<file path="src/rtl/alu_pkg.sv">
// Shared definitions for the bit-slice ALU.
// Assumes the function code is two bits with the high bit listed first.
package alu_pkg;

    localparam int OP_COUNT = 4;

    // Function codes; the values double as one-hot enable positions.
    typedef enum logic [1:0] {
        FN_AND  = 2'b00,
        FN_OR   = 2'b01,
        FN_NOTB = 2'b10,
        FN_ADD  = 2'b11
    } alu_fn_e;

endpackage

</file>
<file path="src/rtl/alu_fn_decoder.sv">
// Two-to-four decoder: turns the function code into one-hot enables.
// Assumes the enable vector is indexed by the alu_fn_e value.
module alu_fn_decoder
    import alu_pkg::*;
(
    input  logic [1:0]          fn_code,
    output logic [OP_COUNT-1:0] fn_onehot
);

    // Raise only the enable picked by the code.
    always_comb begin
        fn_onehot = '0;
        fn_onehot[fn_code] = 1'b1;
    end

endmodule

</file>
<file path="src/rtl/alu_slice.sv">
// One bit of the ALU. It gates and optionally inverts the operand bits,
// forms AND, OR, NOT B and the full-adder sum, and drives out the
// result whose enable is active. The carry out is qualified by the add
// enable. Assumes fn_en is one-hot.
module alu_slice
    import alu_pkg::*;
(
    input  logic                bit_a,
    input  logic                bit_b,
    input  logic                gate_a,
    input  logic                gate_b,
    input  logic                flip_a,
    input  logic [OP_COUNT-1:0] fn_en,
    input  logic                c_in,
    output logic                bit_y,
    output logic                c_out
);

    logic eff_a;
    logic eff_b;
    logic and_v;
    logic or_v;
    logic notb_v;
    logic sum_v;
    logic maj_v;

    // Operand conditioning: gating first, then optional A inversion.
    always_comb begin
        eff_b = bit_b & gate_b;
        eff_a = (bit_a & gate_a) ^ flip_a;
    end

    // Logic unit and full adder.
    always_comb begin
        and_v  = eff_a & eff_b;
        or_v   = eff_a | eff_b;
        notb_v = ~eff_b;
        sum_v  = eff_a ^ eff_b ^ c_in;
        maj_v  = (eff_a & eff_b) | (c_in & (eff_a ^ eff_b));
    end

    // Enable-gated output: each result is masked by its own enable.
    always_comb begin
        bit_y = (and_v  & fn_en[FN_AND])
              | (or_v   & fn_en[FN_OR])
              | (notb_v & fn_en[FN_NOTB])
              | (sum_v  & fn_en[FN_ADD]);
        c_out = maj_v & fn_en[FN_ADD];
    end

endmodule

</file>
<file path="src/rtl/bitslice_alu.sv">
// WIDTH-bit four-function ALU made of chained one-bit slices with a
// ripple carry. Purely combinational. Assumes WIDTH >= 1. Setting
// opa_inv=1, carry_in=1 and the add code gives B minus A.
module bitslice_alu
    import alu_pkg::*;
#(
    parameter int WIDTH = 8
)(
    input  logic [WIDTH-1:0] opa_in,
    input  logic [WIDTH-1:0] opb_in,
    input  logic             opa_en,
    input  logic             opb_en,
    input  logic             opa_inv,
    input  logic [1:0]       func_sel,
    input  logic             carry_in,
    output logic [WIDTH-1:0] result_out,
    output logic             carry_out
);

    localparam int CHAIN_LEN = WIDTH + 1;

    logic [OP_COUNT-1:0]  fn_en_w;
    logic [CHAIN_LEN-1:0] ripple;

    alu_fn_decoder dec_i (
        .fn_code   (func_sel),
        .fn_onehot (fn_en_w)
    );

    // Carry chain entry point.
    assign ripple[0] = carry_in;

    for (genvar gi = 0; gi < WIDTH; gi++) begin : g_slice
        alu_slice slice_i (
            .bit_a  (opa_in[gi]),
            .bit_b  (opb_in[gi]),
            .gate_a (opa_en),
            .gate_b (opb_en),
            .flip_a (opa_inv),
            .fn_en  (fn_en_w),
            .c_in   (ripple[gi]),
            .bit_y  (result_out[gi]),
            .c_out  (ripple[gi+1])
        );
    end

    // Carry out of the top slice.
    assign carry_out = ripple[WIDTH];

    // Word-level reference operands, used only by the checks below.
    logic [WIDTH-1:0] ref_a;
    logic [WIDTH-1:0] ref_b;
    logic [WIDTH:0]   ref_sum;

    // Build the reference operands and sum for the checks.
    always_comb begin
        ref_b   = opb_en ? opb_in : '0;
        ref_a   = (opa_en ? opa_in : '0) ^ {WIDTH{opa_inv}};
        ref_sum = {1'b0, ref_a} + {1'b0, ref_b} + {{WIDTH{1'b0}}, carry_in};
    end

    // Cross-check the slice outputs against the word-level reference.
    always_comb begin
        a_r1_onehot_decode: assert ($onehot(fn_en_w))
            else $error("decoder enables not one-hot");
        if (func_sel != FN_ADD) begin
            a_r9_carry_idle: assert (carry_out == 1'b0)
                else $error("carry_out set outside add mode");
        end
        if (func_sel == FN_ADD) begin
            a_r4_add_word: assert ({carry_out, result_out} == ref_sum)
                else $error("add result mismatch");
        end
        if (func_sel == FN_NOTB) begin
            a_r3_notb_word: assert (result_out == ~ref_b)
                else $error("NOT B result mismatch");
        end
        if (!opa_en && !opb_en && !opa_inv && func_sel != FN_NOTB && func_sel != FN_ADD) begin
            a_r5_gated_zero: assert (result_out == '0)
                else $error("gated operands not zero");
        end
    end

endmodule

</file>
<file path="config.mk">
export PLATFORM = sky130hd
export DESIGN_NAME = bitslice_alu
export DESIGN_NICKNAME = d
export VERILOG_FILES = /design/src/rtl/alu_pkg.sv /design/src/rtl/alu_fn_decoder.sv /design/src/rtl/alu_slice.sv /design/src/rtl/bitslice_alu.sv
export SDC_FILE = /design/constraint.sdc
export NUM_CORES = 1
export LEC_CHECK = 0
export CORE_MARGIN = 5
export CORE_UTILIZATION = 45
export DETAILED_ROUTE_END_ITERATION = 12
export PLACE_DENSITY = 0.81
export SYNTH_ARGS = -nofsm -noshare
export SYNTH_HDL_FRONTEND = slang
export SYNTH_HIERARCHICAL = 1
export SYNTH_SLANG_ARGS = --single-unit
</file>
<file path="constraint.sdc">
create_clock -name vclk -period 13.2
set_clock_uncertainty 0.15 [all_clocks]
set_input_delay 3.96 -clock vclk [all_inputs]
set_output_delay 3.96 -clock vclk [all_outputs]
set_load 0.005 [all_outputs]
</file>
==> flow_summary.yaml, run 1 <==
finish:
  diodes: 0
  fin_cells: 195
  seq_area_um2: 0
  seq_cells: 0
  fill_cells: 188
  layout_common_cells: "clkdlybuf4s50_1 (22), ha_1 (16), inv_1 (15), nand2_1 (15), nand2b_1 (15)"
  nClkBuffers: 0
  drive_above_1_share_pct: 32.3
  final_common_cell: "clkdlybuf4s50_1"
  layout.nets: 215
  syn_to_final_growth_pct: 47.2
outcome:
  status: "finished clean"
grt:
  grt_pass1_wl_mm: 4.41
  grt_usage_pct: 16.6
  antenna_found_initial: 0
  grt_max_degree: 16
  overflow: 0
  grt_pass1_vias: 1053
min_path:
  hp-class: "input pin to primary output"
  hold_depth: 5
  min_from: "func_sel[0]"
  min_to: "result_out[7]"
placement:
  dp_cells: 194
  port_buffers: 31
  place_hpwl_mm: 2.13
  gp_congestion: 0.833
  pre_cts_slack_ns: -1.06
drt:
  wire_per_inst_um: 13.3
  drtPass1Iterations: 4
  drc: 0
  drtAntennaViolNets: 0
  drt_iter0_markers: 7
  post_drt_via_cell_ratio: 4.93
  num_vias: 962
  wl_mm: 2.59
setup_path:
  cp_max_fo: 2
  required_ns: 9.09
  endpoint_kind: "primary output"
  worstSetupStartpointType: "input pin"
  worstSetupPathType: "input pin to primary output"
  arrival_ns: 8.86
synthesis:
  ys_warn_count: 6
  synth_fp_nets: 170
  syn_area_um2: 997
  synthCells: 124
  yosysUniqueCellTypes: 14
  seq_area_frac_synth_pct: 0
  avgSynthCellArea_um2: 8.04
floorplan:
  fp.dieW_um: 57.1
  die_area_um2: 3260
  core_um2: 2170
  chipHeight_um: 57.1
  io-pin-count: 31
  rows: 17
  start_util_pct: 46.0
timing:
  fin_ws_ns: 0.233
  setup_viol: 0
  max_slew_margin_pct: 53.8
  fmax_ghz: 0.0771
  fin_crit_sh_pct: 98.2
  hold_viol: 0
  slew_viol_final: 0
  rsz0062_at_grt: "no"
  setup_total_negative_slack_ns: 0
  period_minus_slack_ns: 12.97
  worstMarginPinSlew_ns: 0.691
flow_run:
  cap_violations: 0
power:
  ir_drop_mv: 0.0208
  power.share.clock_pct: 0
  switching_power_w: 0.0000215
  p_int_w: 0.0000269
  p_total_w: 0.0000484
  seqPwrFrac_pct: 0
  combPwrFrac_pct: 100.0
  p_leak_nw: 0.657
  p_per_area_nw_per_um2: 33.0
  swShare_pct: 44.4
clock_tree:
  holdBufCountCts: 0
worst max-delay path, cell delays in order:
cell and delay, ns:
buf_6 0.08, nand2_4 0.05, xor2_2 0.18, fa_2 0.34, nor2b_1 0.12, inv_1 0.07, fa_2 0.38, nor2b_1 0.11
inv_1 0.06, fa_2 0.32, nor2b_1 0.12, inv_1 0.06, fa_2 0.32, nor2b_1 0.11, inv_1 0.06, fa_2 0.31
nor2b_1 0.11, inv_1 0.07, fa_2 0.37, nor2b_1 0.14, inv_1 0.08, fa_2 0.38, nor2b_1 0.11, inv_1 0.07
fa_1 0.54, nand2b_4 0.12, o2111ai_2 0.08, buf_2 0.14
per-stage QoR:
step	hold slack, ns	util [%]	instance area (µm²)
after floorplan	7.98	-	997
after global placement	8.93	65.7	1430
after detailed placement	8.94	65.7	1430
after CTS	8.60	67.1	1460
after global routing	8.51	67.6	1470
final	8.42	67.6	1470
area by class of cell:
class	instances	area [µm²]	share of cell area, %
multi-input cells	100	948	64.6
repair buffers	43	394	26.9
inverters	24	90.1	6.14
well taps	28	35.0	2.39
metal layers:
metal | wire length [µm] | track usage (%)
met1 | 934 | 17.4
met2 | 1470 | 35.1
met3 | 93 | 0.679
met4 | 89 | 3.97
met5 | 0 | 0
power by group through the flow:
stage,clock network [W],registers [W],logic [W]
finish,0,0,0.0000484
global placement,0,0,0.0000449
CTS,0,0,0.0000483
detailed placement,0,0,0.0000472
floorplan,0,0,0.0000234
global route,0,0,0.0000536
cells by family after synthesis:
family | count (synthesis) | synth area share (%)
XOR/XNOR | 16 | 14.1
adder cells (fa/ha/maj) | 24 | 36.1
AO/OA/AOI/OAI | 8 | 12.0
AND/OR/NAND/NOR | 52 | 28.7
buffers and inverters | 24 | 9.03
Yosys cell counts:
library cell / number / area [µm²]
and2_2: 1 / 7.51
nor2_1: 1 / 3.75
o2111ai_2: 8 / 120
fa_1: 8 / 160
nor2b_1: 9 / 56.3
xor2_1: 8 / 70.1
nand2_2: 8 / 50.1
and2b_2: 1 / 8.76
inv_2: 8 / 30.0
inv_1: 16 / 60.1
nand2b_1: 16 / 100
xnor2_1: 8 / 70.1
ha_1: 16 / 200
nand2_1: 16 / 60.1
worst max-delay path by stage:
stage              start             to  slack [ns]  cells after the start
2_1_floorplan  opa_in[0]  result_out[7]        0.25                     26
3_3_place_gp      opa_en  result_out[7]       -0.94                     28
3_5_place_dp      opa_en  result_out[7]       -1.06                     28
4_1_cts        opb_in[0]  result_out[7]        0.04                     27
5_1_grt           opa_en  result_out[7]        0.06                     28
6_report          opa_en  result_out[7]        0.23                     28
what timing repair did:
action                     4_1_cts  5_1_grt
gates resized for setup         19       19
buffers inserted                 1        0
cloned                           0        0
setup endpoints to repair        3        3
pin swaps                        6       11
Power figures use the tool's default switching activity.
==> run 2, diff against run 1 <==
ABC_AREA = 0   (was not set)
==> results of run 2 <==
No change in the layout: final DEF, timing and power equal those of run 1.
